--- src/rtl/sdram_cke_fsm.sv ---
module sdram_cke_fsm #(
  parameter int ROWS      = 8192,
  parameter int BUSY      = 9,
  parameter int SREF_TICK = 16
) (
  input  logic                    clk,
  input  logic                    rst,
  input  logic                    cke,
  input  logic                    cs_n,
  input  logic                    ras_n,
  input  logic                    cas_n,
  input  logic                    we_n,
  input  logic                    burst_end,
  output logic [2:0]              state,
  output logic                    freeze,
  output logic                    dq_hold,
  output logic                    wr_lock,
  output logic                    illegal,
  output logic [$clog2(ROWS)-1:0] rf_addr
);
  localparam int AW = $clog2(ROWS);
  localparam int BW = $clog2(BUSY + 1);
  localparam int TW = $clog2(SREF_TICK + 1);

  localparam logic [2:0] S_IDLE = 3'd0, S_ACT = 3'd1, S_RD = 3'd2, S_WR = 3'd3,
                         S_SUSP = 3'd4, S_PDN = 3'd5, S_SREF = 3'd6, S_ARF = 3'd7;

  logic          cke_q;
  logic [2:0]    st, nx, run, ret, kind;
  logic          bad;
  logic [BW-1:0] bcnt;
  logic [TW-1:0] tcnt;
  logic [AW-1:0] addr_inc;

  wire [3:0] cmd    = {cs_n, ras_n, cas_n, we_n};
  wire       nopd   = cs_n | (cmd == 4'b0111);
  wire       is_act = cmd == 4'b0011;
  wire       is_rd  = cmd == 4'b0101;
  wire       is_wr  = cmd == 4'b0100;
  wire       is_pre = cmd == 4'b0010;
  wire       is_ref = cmd == 4'b0001;
  wire       is_mrs = cmd == 4'b0000;
  wire       is_bst = cmd == 4'b0110;
  wire       fall   = cke_q & ~cke;
  wire       rise   = ~cke_q & cke;

  assign addr_inc = (rf_addr == AW'(ROWS - 1)) ? '0 : rf_addr + 1'b1;

  always_comb begin
    nx  = st;
    run = st;
    bad = 1'b0;
    case (st)
      S_IDLE:
        if (cke_q) begin
          if (cke) begin
            if (is_ref) nx = S_ARF;
            else if (is_act) nx = S_ACT;
            else if (is_rd | is_wr | is_bst) bad = 1'b1;
          end else begin
            if (is_ref) nx = S_SREF;
            else if (nopd) nx = S_PDN;
            else bad = 1'b1;
          end
        end
      S_ACT, S_RD, S_WR: begin
        if (is_rd) run = S_RD;
        else if (is_wr) run = S_WR;
        else if (is_pre) run = S_IDLE;
        else if (is_bst) run = S_ACT;
        else if (is_ref | is_mrs) bad = 1'b1;
        else if (burst_end) run = S_ACT;
        nx = fall ? S_SUSP : run;
      end
      S_SUSP: if (rise) nx = ret;
      S_PDN, S_SREF: if (rise && nopd) nx = S_IDLE;
      default: begin
        if (!nopd) bad = 1'b1;
        if (bcnt == '0) nx = S_IDLE;
      end
    endcase
  end

  always_ff @(posedge clk) begin
    if (rst) begin
      st      <= S_IDLE;
      cke_q   <= 1'b1;
      ret     <= S_IDLE;
      kind    <= S_IDLE;
      bcnt    <= '0;
      tcnt    <= '0;
      rf_addr <= '0;
      illegal <= 1'b0;
    end else begin
      st      <= nx;
      cke_q   <= cke;
      illegal <= bad;
      if (nx == S_SUSP && st != S_SUSP) begin
        ret  <= run;
        kind <= st;
      end
      if (st == S_IDLE && nx == S_ARF) begin
        bcnt    <= BW'(BUSY - 1);
        rf_addr <= addr_inc;
      end else if (st == S_ARF && bcnt != '0) begin
        bcnt <= bcnt - 1'b1;
      end
      if (st != S_SREF) begin
        tcnt <= '0;
      end else if (nx == S_SREF) begin
        if (tcnt == TW'(SREF_TICK - 1)) begin
          tcnt    <= '0;
          rf_addr <= addr_inc;
        end else begin
          tcnt <= tcnt + 1'b1;
        end
      end
    end
  end

  assign state   = st;
  assign freeze  = st == S_SUSP;
  assign dq_hold = freeze && kind == S_RD;
  assign wr_lock = freeze && kind == S_WR;


  susp_entry_chk: assert property (@(posedge clk) disable iff (rst)
    ((st == S_ACT || st == S_RD || st == S_WR) && !cke) |=> st == S_SUSP);


  susp_keep_chk: assert property (@(posedge clk) disable iff (rst)
    (st == S_SUSP && !cke) |=> st == S_SUSP);


  sref_keep_chk: assert property (@(posedge clk) disable iff (rst)
    (st == S_SREF && !(cke && nopd)) |=> st == S_SREF);


  pdn_entry_chk: assert property (@(posedge clk) disable iff (rst)
    (st == S_PDN && $past(st) != S_PDN) |-> ($past(st) == S_IDLE && !$past(cke)));


  arf_addr_chk: assert property (@(posedge clk) disable iff (rst)
    (st == S_ARF && $past(st) != S_ARF) |->
      rf_addr == (($past(rf_addr) == AW'(ROWS - 1)) ? '0 : $past(rf_addr) + 1'b1));


  illegal_hold_chk: assert property (@(posedge clk) disable iff (rst)
    (illegal && $past(cke) && $past(st) != S_ARF) |-> st == $past(st));
endmodule

--- config.mk ---
export PLATFORM = sky130hd
export DESIGN_NAME = sdram_cke_fsm
export DESIGN_NICKNAME = d
export VERILOG_FILES = /design/src/rtl/sdram_cke_fsm.sv
export SDC_FILE = /design/constraint.sdc
export NUM_CORES = 1
export LEC_CHECK = 0
export ABC_AREA = 1
export ABC_CLOCK_PERIOD_IN_PS = 2800
export BUFFER_PORTS_ARGS = -buffer_cell sky130_fd_sc_hd__buf_2
export CAP_MARGIN = 10
export CORE_ASPECT_RATIO = 0.9
export CORE_MARGIN = 2
export CORE_UTILIZATION = 35
export CTS_CLUSTER_SIZE = 16
export DETAILED_ROUTE_END_ITERATION = 16
export PLACE_DENSITY = 0.57
export SLEW_MARGIN = 10
export SYNTH_ARGS = -nofsm -noshare
export SYNTH_HDL_FRONTEND = slang
export SYNTH_SLANG_ARGS = --single-unit
--- constraint.sdc ---
create_clock -name clk -period 2.8 [get_ports clk]
set_clock_uncertainty 0.1 [all_clocks]
set_input_delay 0.28 -clock clk [delete_from_list [all_inputs] [get_ports clk]]
set_output_delay 0.28 -clock clk [all_outputs]
set_load 0.01 [all_outputs]
==> results.yml <==
status:
  outcome: "finished, final reports clean"
synth:
  syn_avg_cell_area_sq_um: 6.413
  synthCells: 302
  synth_warnings: 0
  ys.flop_type: "dfxtp_1"
  synth_area_sq_um: 1937
  synth_fp_nets: 313
  synth_top_area_share: 0.3411
  synthTopCellsByArea: "dfxtp_1, nand2_1, nor2_1"
  synth_seq_cells: 33
  synth_seq_area_share: 0.3411
  ys_types: 34
  synth_edf_count: 0
  async_flop_share: 0
  yosys.area.top_type: "dfxtp_1"
cts:
  hold_buffers: 0
  numCtsBuffers: 5
  post_cts_resized: 0
  cts_setup_buffers: 0
  htreeDepth: 2
  tritoncts: "built"
  clock-sinks: 33
  clk_path_buf_depth: 2
  path_clk_slew_ps: 70
  cts-root-buf: "clkbuf_8"
  clkLatencyLatePin_ps: 290
sta:
  slew_headroom: 0.7451
  rsz0062_at_grt: "false"
  setup_ws_ps: 679.3
  maxSlewViolCount: 0
  worst_slew_pin_slew_ps: 381.9
  finalSetupTns_ps: 0
  fmax_mhz: 471.5
  finalHoldViolCount: 0
  period_share: 0.7574
  finalSetupViolations: 0
  period_minus_slack_ps: 2121
final_layout:
  areaGrowthSynthToFinish_pct: 15.63
  drive_gt1_frac: 0.1777
  diodes: 0
  nets: 342
  design_area_sq_um: 2240
setup_path:
  crit_top_cell: "nand2_1"
  worstPathCellList: "inv_1, nor3_2, nand2_1, nand4_2, nand2_2, nand2_4, o21ai_0, nand2_1, nor2_1"
  worstPathRequired_ps: 2870
  start_kind: "flop"
  startpoint: "state[2]"
  crit-reg2reg-launch: "state[2]"
  ff2ff_setup_slack_ps: 680
  cp_max_fo: 25
  arrival_ps: 2190
  crit_slowest_cell: "dfxtp_1"
  worstSetupPathType: "reg2reg"
  worstSetupEndpointType: "flop"
  slowest_delay_ps: 550
hold_path:
  holdCritStartpoint: "cke"
  holdCritPathClass: "in2reg"
routing:
  antenna_left: 0
  drt_iter0_markers: 133
  vias: 1946
  drc_errors: 0
  drt-pass1-iter-count: 4
  wl_per_cell_microns: 11.11
  vias_per_cell: 4.877
  drt_wl_total_microns: 4434
pwr:
  leakage_nw: 1.019
  power_density_nw_per_um2: 498.4
  peakVddDrop_v: 0.0002176
global_routing:
  grt_remaining_overflow: 0
  grt_pass1_wl_microns: 7196
  grt_max_degree: 26
  grt_usage: 0.1512
  grt_antenna_before_repair: 0
  grt_pass1_vias: 1618
run:
  drv_cap: 0
floorplan:
  die_x_microns: 82.42
  chipHeight_microns: 74.57
  ios: 28
  die_area_sq_um: 6146
  start_util: 0.3664
  rows: 25
  core_sq_um: 5286
place:
  routabilityCongestion: 0.8120
  pre_cts_slack_ps: 673.8
  portBuffers: 27
  dp_hpwl_microns: 3295
  place_area_sq_um: 2120
[where the power goes]
part           internal [W]  switching [W]
combinational     0.0000494      0.0000983
sequential         0.000482      0.0000166
clock              0.000289       0.000181
total              0.000820       0.000296
[critical path: cells and delay by family (launching register included)]
family,cells,cell delay [ps]
simple gates,7,1010
flops,1,550
compound gates,1,130
buf+inv,1,200
[cells in the mapped netlist (all sizes together) (3+ instances only)]
master,count
a21oi,16
buf,4
dfxtp,33
ha,3
inv,37
nand2,81
nand3,32
nand4,6
nor2,55
o21ai,16
[flip-flops by register name, indices dropped and copies added, names as in the netlist]
signal	cells
bcnt	4
cke_q	1
illegal	1
kind	3
ret	3
rf_addr	13
state	3
tcnt	5
[per-stage QoR]
step / hold WS (ps) / power [W] / instances / util
finish: 199.9 / 0.001116 / 399 / 0.4237
CTS: 182.0 / 0.001130 / 399 / 0.4237
detailed placement: 347.7 / 0.0006556 / 391 / 0.4009
floorplan: 319.2 / 0.0006164 / 302 / -
global placement: 342.5 / 0.0006564 / 391 / 0.4009
global route: 217.2 / 0.001167 / 399 / 0.4237
[routing by layer]
| layer | vias to the layer above | global-route usage | wire length, microns |
|---|---|---|---|
| li1 | 1030 | - | - |
| met5 | - | 0 | 0 |
| met2 | 35 | 0.2195 | 1820 |
| met1 | 876 | 0.2187 | 2387 |
| met3 | 5 | 0.04005 | 188 |
| met4 | 0 | 0.04444 | 37 |
[worst paths after layout]
path / endpoint / cells past startpoint
setup reg to reg: rf_addr[7] / 9
setup / recovery: rf_addr[7] / 9
hold / removal: cke_q / 3
hold reg to reg: ret[2] / 2
[cells in the final DEF, fill, tap and decap left out, types with 6 or more instances in the layout]
cell	n
inv_1	32
o21ai_0	12
a21oi_1	16
dfxtp_1	33
nand2_1	77
clkbuf_8	6
nor2_2	6
nor2_1	47
buf_2	27
nand3_1	31
[cell type report]
class	instances	area, sq um
repair buffers	27	135.1
multi-input cells	227	1101
clock buffers	6	82.58
inverters	37	138.9
flip-flops and latches	33	660.6
well taps	67	83.83
clock inverters	2	37.54
fillers	579	3047
[cell families (layout without fill, tap and decap cells)]
kind of cell,Yosys count,after routing,share of synthesized area
fa+ha+maj,3,3,0.01938
flops,33,33,0.3411
compound gates,41,41,0.1189
xor+xnor,3,3,0.01357
buf+inv,42,72,0.09044
simple gates,180,180,0.4167
Note: power is estimated with default switching activity, not from simulation.
